<file path="src/rtl/rb_pkg.sv">
package rb_pkg;

  localparam int DW       = 32;
  localparam int CODE_W   = 4;
  localparam int MAX_REGS = 8;
  localparam int NUM_POL  = 11;

  typedef enum logic [CODE_W-1:0] {
    ACC_HWRO       = 4'd0,
    ACC_RW         = 4'd1,
    ACC_CLR1       = 4'd2,
    ACC_CLR0       = 4'd3,
    ACC_SET1       = 4'd4,
    ACC_WRONLY     = 4'd5,
    ACC_RDCLR      = 4'd6,
    ACC_RDSET_CLR1 = 4'd7,
    ACC_RDCLR_WR   = 4'd8,
    ACC_RES_KEEP   = 4'd9,
    ACC_RES_ZERO   = 4'd10
  } acc_e;

  // Default layout: code (32*r+b) mod 11 for bit b of register r.
  function automatic logic [MAX_REGS*DW*CODE_W-1:0] default_layout();
    logic [MAX_REGS*DW*CODE_W-1:0] t;
    t = '0;
    for (int i = 0; i < MAX_REGS*DW; i++) begin
      t[i*CODE_W +: CODE_W] = CODE_W'(i % NUM_POL);
    end
    return t;
  endfunction

  function automatic bit has_storage(logic [CODE_W-1:0] c);
    return (c == ACC_RW) || (c == ACC_CLR1) || (c == ACC_CLR0) ||
           (c == ACC_SET1) || (c == ACC_RDCLR) || (c == ACC_RDSET_CLR1) ||
           (c == ACC_RDCLR_WR);
  endfunction

endpackage

</file>
<file path="src/rtl/rb_bit_cell.sv">
module rb_bit_cell
  import rb_pkg::*;
#(
  parameter logic [CODE_W-1:0] POLICY = ACC_RW,
  parameter logic              RST    = 1'b0
) (
  input  logic clk,
  input  logic rst_n,
  input  logic wr_hit,
  input  logic wr_bit,
  input  logic rd_hit,
  input  logic hw_set,
  input  logic hw_clr,
  input  logic hw_val,
  output logic rd_bit,
  output logic q
);

  localparam bit IS_RO    = (POLICY == ACC_HWRO);
  localparam bit STORED   = has_storage(POLICY);
  localparam bit RST_EFF  = STORED ? RST : 1'b0;

  logic st, nxt;

  always_comb begin
    nxt = st;
    case (POLICY)
      ACC_HWRO:       nxt = hw_val;
      ACC_RW:         nxt = wr_hit ? wr_bit : st;
      ACC_CLR1:       nxt = hw_set ? 1'b1 : ((wr_hit && wr_bit) ? 1'b0 : st);
      ACC_CLR0:       nxt = hw_set ? 1'b1 : ((wr_hit && !wr_bit) ? 1'b0 : st);
      ACC_SET1:       nxt = (wr_hit && wr_bit) ? 1'b1 : (hw_clr ? 1'b0 : st);
      ACC_WRONLY:     nxt = wr_hit && wr_bit;
      ACC_RDCLR:      nxt = hw_set ? 1'b1 : (rd_hit ? 1'b0 : st);
      ACC_RDSET_CLR1: nxt = (hw_set || rd_hit) ? 1'b1 :
                            ((wr_hit && wr_bit) ? 1'b0 : st);
      ACC_RDCLR_WR:   nxt = wr_hit ? wr_bit : (rd_hit ? 1'b0 : st);
      default:        nxt = 1'b0;
    endcase
  end

  always_ff @(posedge clk or negedge rst_n) begin
    if (!rst_n) st <= RST_EFF;
    else        st <= nxt;
  end

  assign rd_bit = IS_RO ? hw_val : (STORED ? st : 1'b0);
  assign q      = IS_RO ? hw_val : st;

endmodule

</file>
<file path="src/rtl/rb_reg.sv">
module rb_reg
  import rb_pkg::*;
#(
  parameter logic [DW*CODE_W-1:0] ATTR_R = '0,
  parameter logic [DW-1:0]        RST_R  = '0
) (
  input  logic            clk,
  input  logic            rst_n,
  input  logic            wr_sel,
  input  logic [DW-1:0]   wr_data,
  input  logic [DW/8-1:0] wr_strb,
  input  logic            rd_sel,
  input  logic [DW-1:0]   hw_set,
  input  logic [DW-1:0]   hw_clr,
  input  logic [DW-1:0]   hw_val,
  output logic [DW-1:0]   rd_word,
  output logic [DW-1:0]   q_word
);

  localparam int LANES = DW / 8;

  logic [LANES-1:0] lane_we;

  for (genvar k = 0; k < LANES; k++) begin : g_lane
    assign lane_we[k] = wr_sel && wr_strb[k];
  end

  for (genvar b = 0; b < DW; b++) begin : g_bit
    rb_bit_cell #(
      .POLICY (ATTR_R[b*CODE_W +: CODE_W]),
      .RST    (RST_R[b])
    ) u_cell (
      .clk    (clk),
      .rst_n  (rst_n),
      .wr_hit (lane_we[b/8]),
      .wr_bit (wr_data[b]),
      .rd_hit (rd_sel),
      .hw_set (hw_set[b]),
      .hw_clr (hw_clr[b]),
      .hw_val (hw_val[b]),
      .rd_bit (rd_word[b]),
      .q      (q_word[b])
    );
  end

endmodule

</file>
<file path="src/rtl/regbank.sv">
module regbank
  import rb_pkg::*;
#(
  parameter int NREG = 4,
  parameter logic [MAX_REGS*DW*CODE_W-1:0] ATTR = default_layout(),
  parameter logic [NREG*DW-1:0] RESET_VAL = {NREG{32'hC3A5_5A3C}},
  localparam int AW = (NREG > 1) ? $clog2(NREG) : 1
) (
  input  logic               clk,
  input  logic               rst_n,
  input  logic [AW-1:0]      addr,
  input  logic               wr_en,
  input  logic [DW-1:0]      wr_data,
  input  logic [DW/8-1:0]    wr_strb,
  input  logic               rd_en,
  output logic [DW-1:0]      rd_data,
  output logic               rd_valid,
  input  logic [NREG*DW-1:0] hw_set,
  input  logic [NREG*DW-1:0] hw_clr,
  input  logic [NREG*DW-1:0] hw_val,
  output logic [NREG*DW-1:0] cfg_q
);

  logic [DW-1:0] rd_words [NREG];
  logic [DW-1:0] sel_word;
  logic          in_range;

  for (genvar r = 0; r < NREG; r++) begin : g_reg
    logic hit;
    assign hit = (addr == AW'(r));
    rb_reg #(
      .ATTR_R (ATTR[r*DW*CODE_W +: DW*CODE_W]),
      .RST_R  (RESET_VAL[r*DW +: DW])
    ) u_reg (
      .clk     (clk),
      .rst_n   (rst_n),
      .wr_sel  (wr_en && hit),
      .wr_data (wr_data),
      .wr_strb (wr_strb),
      .rd_sel  (rd_en && hit),
      .hw_set  (hw_set[r*DW +: DW]),
      .hw_clr  (hw_clr[r*DW +: DW]),
      .hw_val  (hw_val[r*DW +: DW]),
      .rd_word (rd_words[r]),
      .q_word  (cfg_q[r*DW +: DW])
    );
  end

  assign in_range = ({1'b0, addr} < (AW+1)'(NREG));

  always_comb begin
    sel_word = '0;
    for (int r = 0; r < NREG; r++) begin
      if (in_range && addr == AW'(r)) sel_word = rd_words[r];
    end
  end

  always_ff @(posedge clk or negedge rst_n) begin
    if (!rst_n) begin
      rd_valid <= 1'b0;
      rd_data  <= '0;
    end else begin
      rd_valid <= rd_en;
      if (rd_en) rd_data <= sel_word;
    end
  end

endmodule

</file>
<file path="config.mk">
export PLATFORM = sky130hd
export DESIGN_NAME = regbank
export DESIGN_NICKNAME = d
export VERILOG_FILES = /design/src/rtl/rb_pkg.sv /design/src/rtl/rb_bit_cell.sv /design/src/rtl/rb_reg.sv /design/src/rtl/regbank.sv
export SDC_FILE = /design/constraint.sdc
export NUM_CORES = 1
export LEC_CHECK = 0
export BUFFER_PORTS_ARGS = -buffer_cell sky130_fd_sc_hd__buf_2
export CAP_MARGIN = 20
export CORE_AREA = 2 2 229 231
export CTS_CLUSTER_SIZE = 12
export DETAILED_ROUTE_END_ITERATION = 10
export DIE_AREA = 0 0 231 233
export PLACE_DENSITY_LB_ADDON = 0.12
export REMOVE_ABC_BUFFERS = 1
export SETUP_SLACK_MARGIN = 0.2
export SYNTH_ARGS = -nofsm -noshare
export SYNTH_HDL_FRONTEND = slang
export SYNTH_SLANG_ARGS = --single-unit
</file>
<file path="constraint.sdc">
create_clock -name clk -period 2.4 [get_ports clk]
set_input_delay 0.12 -clock clk [delete_from_list [all_inputs] [get_ports clk]]
set_output_delay 0.12 -clock clk [all_outputs]
set_load 0.02 [all_outputs]
</file>
==> results of run 1 <==
==> worst max-delay path, stage by stage <==
cell and delay [ns]:
buf_4 0.42, and4b_1 0.64, nand2_1 0.13, a211o_1 0.30, dlygate4sd3_1 0.56
==> layout by cell type (no fill, tap or decap), drive strengths merged, types with 12 or more instances in the layout <==
| cell | n |
|---|---|
| buf | 269 |
| dlygate4sd3 | 150 |
| dfrtp | 87 |
| nand2 | 74 |
| dfstp | 40 |
| nor2 | 32 |
| a21o | 30 |
| mux2 | 29 |
| clkbuf | 25 |
| conb | 22 |
| o21ai | 21 |
| a31oi | 18 |
| inv | 18 |
| nand3 | 15 |
| mux2i | 14 |
| a21oi | 14 |
| and2 | 12 |
| nand2b | 12 |
==> cells by family after synthesis <==
group / Yosys count
simple gates: 177
buf+inv: 174
flops: 127
compound gates: 114
mux: 43
other cells: 1
==> area by class of cell <==
class	instances	area (µm²)	area share
Tap cell	680	851	0.0865
Multi-Input combinational cell	356	2230	0.226
Inverter	18	67.6	0.00687
Clock buffer	25	465	0.0473
Antenna cell	2	5.00	0.000509
Timing Repair Buffer	419	2960	0.300
Clock inverter	7	40.0	0.00407
Sequential cell	127	3230	0.328
==> registers in the layout (all words and copies together) (netlist names) <==
signal	cells
rd_data	32
rd_valid	1
g.u_reg.g_bit.u_cell.q	94
==> cells in the mapped netlist, types with 5 or more instances <==
cell      count
buf_4       132
dfrtp_1      87
nand2_1      74
dfstp_2      40
nor2_1       32
a21o_1       30
mux2_2       28
o21ai_0      21
a31oi_1      18
inv_1        17
nand3_1      15
a21oi_1      14
mux2i_1      14
and2_1       12
buf_2        12
nand2b_1     12
a211o_1      11
o22ai_1      11
clkbuf_1      6
and4b_1       5
buf_6         5
nand3b_1      5
==> report_power, final <==
group	total (mW)	internal, mW	switching [mW]
Clock	2.42	1.33	1.08
Combinational	1.25	0.516	0.732
Sequential	2.46	2.34	0.122
Total	6.13	4.19	1.94
==> path summary, 6_finish.rpt <==
| path | end | slack [ns] | cells after the start |
|---|---|---|---|
| setup reg to reg | g_reg[0].u_reg.g_bit[7].u_cell.q | 1.05 | 2 |
| setup / recovery | g_reg[1].u_reg.g_bit[30].u_cell.q | 0.59 | 5 |
| min in group asynchronous | rd_data[13] | 0.13 | 2 |
| hold reg to reg | g_reg[1].u_reg.g_bit[9].u_cell.q | 0.48 | 2 |
| hold / removal | g_reg[3].u_reg.g_bit[11].u_cell.q | 0.06 | 4 |
| max in group asynchronous | g_reg[2].u_reg.g_bit[5].u_cell.q | 1.42 | 3 |
==> metrics by stage <==
| step | hold WS, ns | setup WS [ns] | cells | area, µm² | utilization |
|---|---|---|---|---|---|
| finish | 0.0592 | 0.588 | 1634 | 9840 | 0.193 |
| global route | 0.0661 | 0.434 | 1632 | 9840 | 0.193 |
| CTS | 0.0106 | 0.524 | 1632 | 9840 | 0.193 |
| detailed placement | 0.0712 | 0.533 | 1450 | 7830 | 0.153 |
| global placement | 0.0734 | 0.530 | 1450 | 7830 | 0.153 |
| floorplan | -0.176 | 1.36 | 501 | 5520 | - |
==> per-layer routing <==
| metal | vias up | routed length [µm] | global-route usage |
|---|---|---|---|
| met5 | - | 0 | 0 |
| met4 | 0 | 740 | 0.0466 |
| met3 | 32 | 2120 | 0.0406 |
| met2 | 168 | 15100 | 0.192 |
| met1 | 2784 | 13600 | 0.146 |
| li1 | 2634 | - | - |
==> impl_metrics.tcl, run 1 <==
set metrics [dict create \
    die_w_um 231 \
    drt-initial-drc-count 238 \
    synth-compound-area-share 0.114 \
    synthXorXnorAreaFrac 0 \
    gp_congestion 0.700 \
    critPathRequiredTime_ns 2.79 \
    skew_ns 0.0158 \
    drt_wl_total_um 31500 \
    final_layout_size_suffix_gt1_frac 0.390 \
    crit_type "in -> reg" \
    die_area_um2 53800 \
    vdd_drop_max_mv 0.461 \
    antenna_found_initial 4 \
    cts_buffers 17 \
    grt_first_pass_wirelength_um 44400 \
    clockRootBuffer "clkbuf_16" \
    end_kind "flip-flop" \
    ys_seq_elements 127 \
    hpwl_um 23300 \
    clkLatencyLatePin_ns 0.48 \
    worstPathArrival_ns 2.21 \
    cp-start-kind "input port" \
    grtUsageTotal 0.119 \
    cts_setup_buffers 0 \
    synth-adder-area-share 0 \
    hp-class "in -> reg" \
    p_total_mw 6.13 \
    first_pass_iters 4 \
    final.period_utilization 0.755 \
    remaining_drc_errors 0 \
    row_count 83 \
    ctsHtreeMaxLevel 4 \
    yosysWarnings 0 \
    muxShareOfSynthArea 0.0708 \
    synthDistinctLibCells 40 \
    slew_violations 0 \
    grt_pass1_vias 6011 \
    p_per_area_nw_per_um2 623 \
    clk_pin_slew_worst_paths_ns 0.06 \
    num_vias 5618 \
    netlist_instances 636 \
    async_flop_share 1.00 \
    drv_cap 0 \
    final_hold_viol_count 0 \
    hp-start "wr_strb[1]" \
    cts.path.max_buffers 2 \
    area_growth_pct 49.2 \
    synth_area_leaders "dfrtp_1 33%, dfstp_2 16%, buf_4 15%" \
    fmax_mhz 552 \
    synth_top_area_cell "dfrtp_1" \
    io_pins 587 \
    path_max_fanout 33 \
    post_drt_via_cell_ratio 3.44 \
    grt_setup_unrepaired "no" \
    numClockSinks 127 \
    netlist_area_um2 6590 \
    synthFlopType "dfrtp_1" \
    min_period_ns 1.81 \
    holdBufCountCts 150 \
    yosysSeqAreaShare 0.490 \
    timing.rr.start "g_reg[0].u_reg.g_bit[7].u_cell.q" \
    fin_tns_setup_ns 0 \
    cts_resized 0 \
    maxSlewHeadroom 0.562 \
    grt_max_degree 67 \
    grt_overflow 0 \
    start_util 0.129 \
    routedWlPerCell_um 19.3 \
    fillers 5789 \
    netlist.area_leader.share 0.330 \
    startpoint "addr[0]" \
    worstMarginPinSlew_ns 0.656 \
    io_buffers 251 \
    synthSimpleGateAreaFrac 0.140 \
    setup_viol 0 \
    fp.dieH_um 233 \
    cts_tree "built" \
    core_um2 51100 \
    final_antenna_net_count 0 \
    synth_edf_count 0 \
    leakagePower_nw 4.18 \
    outcome "finished clean" \
    finalNetCount 1365 \
    synth_top_family_by_area "buffers and inverters" \
    synth_area_per_cell_um2 10.4 \
]
Power figures use the tool's default switching activity.
==> run 2, diff against run 1 <==
ABC_AREA = 1   (was unset)
CORE_AREA = 2 2 226 228   (was 2 2 229 231)
DIE_AREA = 0 0 228 230   (was 0 0 231 233)
clock period = 1.7 ns   (was 2.4 ns; I/O delays follow)
==> run 2 against run 1 <==
Against the previous run:
- synthesized cell count increased by 31%
- sequential power is 41% higher
- cell area grew 2.9%
- non-clock buffer count increased by 3
- wire length rose by 15%
- count of clock-buffer cells in the layout shrank 6
- register-to-register slack got worse by 0.68 ns
- critical path depth is 2 higher
- combinational power increased by 46%
- flip-flop and latch count unchanged
- via count rose by 14%
- die area is 2.6% lower
- critical path type unchanged
==> impl_metrics.tcl, run 2 <==
set metrics [dict create \
    dp_cells 1651 \
    async_flop_share 1.00 \
    final_layout_size_suffix_gt1_frac 0.318 \
    critPathRequiredTime_ns 2.12 \
    final_hold_viol_count 0 \
    path_cells "buf_2, inv_1, nor2_4, buf_4, nand3_1, o21ai_0, dlygate4sd3_1" \
    routedWlPerCell_um 19.9 \
    maxSlewHeadroom 0.649 \
    hpwl_um 27300 \
    grtUsageTotal 0.141 \
    finish.utilization 0.203 \
    synthFlopType "dfrtp_1" \
    fillers 5693 \
    final.period_utilization 0.801 \
    gp_congestion 0.726 \
    grt_overflow 0 \
    grt_max_degree 40 \
    numClockSinks 127 \
    grt_setup_unrepaired "no" \
    synth_top_area_cell "dfrtp_1" \
    crit_type "in -> reg" \
    remaining_drc_errors 0 \
    synthTopCellsByCount "253 x nand2_1, 129 x buf_4, 100 x nand3_1, 87 x dfrtp_1, 83 x inv_1" \
    multiInputGateArea_um2 2140 \
    layout_common_cells "253 x nand2_1, 249 x buf_2, 138 x dlygate4sd3_1" \
    yosysSeqAreaShare 0.482 \
    holdWs_ns 0.0502 \
    path_max_fanout 11 \
    worstMarginPinSlew_ns 0.526 \
    post_drt_via_cell_ratio 3.52 \
    largest_reg_flops 94 \
    drv_cap 0 \
    setup_viol 0 \
    cp-start-kind "input port" \
    yosysWarnings 0 \
    io_pins 587 \
    clkLatencyLatePin_ns 0.48 \
    skew_ns 0.00946 \
    netlist_area_um2 6690 \
    ff_latch_area_um2 3230 \
    min_period_ns 1.36 \
    cts_tree "built" \
    drt_wl_total_um 36300 \
    die_w_um 228 \
    drt-initial-drc-count 275 \
    cts_setup_buffers 0 \
    fin_tns_setup_ns 0 \
    p_total_mw 9.19 \
    die_area_um2 52400 \
    io_buffers 251 \
    finalNonFillerCells 1824 \
    crit_path_top_delay_cell "dlygate4sd3_1" \
    first_pass_iters 5 \
    core_um2 49900 \
    fp.dieH_um 230 \
    synth_edf_count 0 \
    netlist_instances 834 \
    grt_pass1_vias 6728 \
    end_kind "flip-flop" \
    crit_family "buffers and inverters" \
    synthDistinctLibCells 23 \
    p_per_area_nw_per_um2 908 \
    num_vias 6414 \
    vdd_drop_max_mv 0.636 \
    netlist.area_leader.share 0.325 \
    synth_area_leaders "dfrtp_1 33%, dfstp_2 16%, buf_4 14%" \
    finalNetCount 1562 \
    layout_commonest_cell "nand2_1" \
    clk_pin_slew_worst_paths_ns 0.07 \
    leakagePower_nw 5.08 \
    outcome "finished clean" \
    slew_violations 0 \
    ys_seq_elements 127 \
    fmax_mhz 735 \
    hp-class "in -> reg" \
    worstPathArrival_ns 1.78 \
    grt_first_pass_wirelength_um 51000 \
    clockRootBuffer "clkbuf_16" \
    start_util 0.134 \
    ctsHtreeMaxLevel 4 \
    critical_path.max_stage_delay_ns 0.56 \
    synth.most_common_cell "nand2_1" \
    area_growth_pct 51.3 \
    critical_path_buf_inv_count 4 \
    antenna_found_initial 6 \
    row_count 82 \
    cts.path.max_buffers 2 \
    final_antenna_net_count 0 \
    cts_buffers 17 \
    synth_area_per_cell_um2 8.02 \
]
-- run 2: worst paths after layout --
check	startpoint	to	slack, ns	depth (start not counted)
setup / recovery	addr[0]	g_reg[1].u_reg.g_bit[16].u_cell.q	0.34	7
max in group asynchronous	rst_n	g_reg[0].u_reg.g_bit[12].u_cell.q	0.92	3
hold reg to reg	g_reg[2].u_reg.g_bit[25].u_cell.q	g_reg[2].u_reg.g_bit[25].u_cell.q	0.47	2
min in group asynchronous	rst_n	rd_data[5]	0.11	2
setup reg to reg	g_reg[3].u_reg.g_bit[18].u_cell.q	g_reg[3].u_reg.g_bit[18].u_cell.q	0.37	3
hold / removal	wr_strb[2]	g_reg[3].u_reg.g_bit[22].u_cell.q	0.05	3
-- run 2: metrics by stage --
step	setup WS (ns)	cell area (µm²)
CTS	0.282	10100
global placement	0.0488	8140
floorplan	0.234	5670
detailed placement	0.0225	8140
global route	0.225	10100
finish	0.339	10100
-- run 2: power breakdown --
part | internal (mW) | switching [mW] | total (mW)
Sequential | 3.29 | 0.175 | 3.47
Combinational | 0.671 | 1.16 | 1.83
Clock | 2.28 | 1.62 | 3.90
-- run 2: cells by family (layout without fill, tap and decap cells) --
kind of cell / count (synthesis) / after routing / synth area share
flops: 127 / 127 / 0.482
buf+inv: 245 / 539 / 0.212
other cells: 1 / 25 / 0.000560
simple gates: 424 / 424 / 0.272
compound gates: 37 / 37 / 0.0331
-- run 2: what timing repair did --
action / in CTS / in global routing
hold buffers: 138 / 0
endpoints found under the hold margin: 204 / 0
resized for setup: 0 / 4
endpoints found under the setup margin: 0 / 6
-- run 2: final cells by class --
type                    count  share of cell area
repair buffers            422               0.297
clock inverters            13              0.0145
clock buffers              19              0.0428
flip-flops and latches    127               0.319
well taps                 672              0.0830
diodes                      3            0.000741
inverters                  85              0.0315
multi-input cells         483               0.212
-- run 2: metal layers --
layer  up-vias  share of wire  global-route usage
met3        34          0.057              0.0484
met1      3106           0.44               0.174
met5         -         0.0011                   0
met4         6          0.016              0.0359
li1       3082              -                   -
met2       186           0.48               0.233
-- run 2: worst reg2reg max path, stage by stage, from the launching register on --
cell,delay (ns)
dfstp_2,0.54
inv_1,0.04
o22ai_1,0.13
dlygate4sd3_1,0.56
==> run 3, diff against run 2 <==
ABC_AREA = 0   (was 1)
CORE_AREA = 2 2 228 230   (was 2 2 226 228)
DIE_AREA = 0 0 230 232   (was 0 0 228 230)
clock period = 1.3 ns   (was 1.7 ns; I/O delays follow)
==> run 3 against run 2 <==
Against the previous run:
- sequential share of layout area down 4.5 points
- total power up 42%
- utilization up 2.9 points
- hold slack worse by 0.035 ns
- cell area up 17%
==> impl_metrics.tcl, run 3 (synthesis results as in run 1) <==
set metrics [dict create \
    grt_first_pass_wirelength_um 46500 \
    critical_path_buf_inv_count 1 \
    end_kind "output port" \
    hpwl_um 24500 \
    layout_common_cells "156 x buf_6, 120 x buf_2, 119 x buf_4" \
    layout_commonest_cell "buf_6" \
    row_count 83 \
    drv_cap 0 \
    hp-class "in -> async" \
    skew_ns 0.00933 \
    largest_reg_flops 94 \
    outcome "finished clean" \
    finalNetCount 1462 \
    clockRootBuffer "clkbuf_16" \
    clkLatencyLatePin_ns 0.48 \
    grt_setup_unrepaired "yes" \
    path_max_fanout 2 \
    cts_tree "built" \
    post_drt_via_cell_ratio 3.44 \
    setup_viol 0 \
    cp-start-kind "flip-flop" \
    io_pins 587 \
    core_um2 50900 \
    finalNonFillerCells 1732 \
    dp_cells 1499 \
    crit_type "reg -> out" \
    min_period_ns 1.25 \
    cts.path.max_buffers 2 \
    timing.rr.start "g_reg[0].u_reg.g_bit[4].u_cell.q" \
    remaining_drc_errors 0 \
    startpoint "g_reg[2].u_reg.g_bit[31].u_cell.q" \
    first_pass_iters 4 \
    path_cells "buf_6" \
    ctsHtreeMaxLevel 4 \
    fmax_mhz 797 \
    finish.utilization 0.232 \
    critPathRequiredTime_ns 1.24 \
    final_layout_size_suffix_gt1_frac 0.520 \
    reg2reg_to "rd_data[4]" \
    worstPathArrival_ns 1.19 \
    routedWlPerCell_um 18.9 \
    grt_max_degree 43 \
    vdd_drop_max_mv 0.842 \
    final_hold_viol_count 0 \
    gp_congestion 0.736 \
    grt_overflow 0 \
    die_w_um 230 \
    fp.dieH_um 232 \
    ff2ff_setup_slack_ns 0.12 \
    drt-initial-drc-count 204 \
    die_area_um2 53400 \
    area_growth_pct 79.1 \
    grtUsageTotal 0.125 \
    critical_path.max_stage_delay_ns 0.58 \
    slew_violations 0 \
    leakagePower_nw 5.24 \
    cts_buffers 17 \
    grt_pass1_vias 6413 \
    crit_path_top_delay_cell "dfstp_2" \
    io_buffers 251 \
    start_util 0.130 \
    final.period_utilization 0.965 \
    final_antenna_net_count 0 \
    num_vias 5960 \
    crit_family "flip-flops" \
    clk_pin_slew_worst_paths_ns 0.07 \
    numClockSinks 127 \
    p_per_area_nw_per_um2 1110 \
    drt_wl_total_um 32700 \
    antenna_found_initial 7 \
    fillers 5596 \
    rr_worst_depth 5 \
]
## run 3: worst max path at each step
| stage | slack (ns) | end | depth (start not counted) |
|---|---|---|---|
| floorplan | 0.26 | rd_data[29] | 3 |
| global placement | -0.18 | rd_data[13] | 6 |
| detailed placement | -0.15 | rd_data[13] | 6 |
| CTS | -0.01 | cfg_q[73] | 1 |
| global route | -0.003 | cfg_q[100] | 1 |
| finish | 0.05 | cfg_q[95] | 1 |
## run 3: final cells by class
type,count,area [µm²],area share
inverter,18,67.6,0.00572
clock buffer,19,453,0.0384
multi-input combinational,356,2420,0.205
clock inverter,13,163,0.0138
tap,680,851,0.0721
timing repair buffer,516,4610,0.391
sequential,127,3230,0.274
antenna,3,7.51,0.000636
## run 3: per-layer routing
layer / vias up / global-route usage / share of wire
li1: 2838 / - / -
met1: 2927 / 0.151 / 0.43
met2: 158 / 0.212 / 0.50
met3: 35 / 0.0367 / 0.046
met4: 2 / 0.0435 / 0.021
met5: - / 0 / 0.00021
## run 3: where the power goes
part	switching, mW	total (mW)	internal, mW	leakage [nW]
Combinational	1.53	3.20	1.67	3.52
Clock	2.17	5.29	3.11	0.295
Sequential	0.269	4.59	4.32	1.43
Total	3.97	13.1	9.11	5.24
## run 3: stage by stage
step / hold WS (ns) / power (mW) / setup slack [ns] / instance area [µm²] / setup TNS [ns]
3_3_place_gp: -0.0281 / 6.83 / -0.178 / 8330 / -1.29
6_report: 0.0153 / 13.1 / 0.0460 / 11800 / 0
5_1_grt: 0.00346 / 13.8 / -0.00284 / 11800 / -0.00315
4_1_cts: -0.0235 / 13.3 / -0.0101 / 11500 / -0.0349
2_1_floorplan: -0.231 / 5.46 / 0.261 / 5520 / 0
3_5_place_dp: -0.0328 / 6.82 / -0.154 / 8330 / -1.15
## run 3: timing repair
| action | CTS | global route |
|---|---|---|
| setup buffers | 75 | 17 |
| resized for setup | 277 | 54 |
| hold buffers | 106 | 0 |
| hold endpoints to repair | 215 | 0 |
| cloned | 0 | 0 |
| endpoints found under the setup margin | 130 | 147 |
| pin swaps | 7 | 16 |
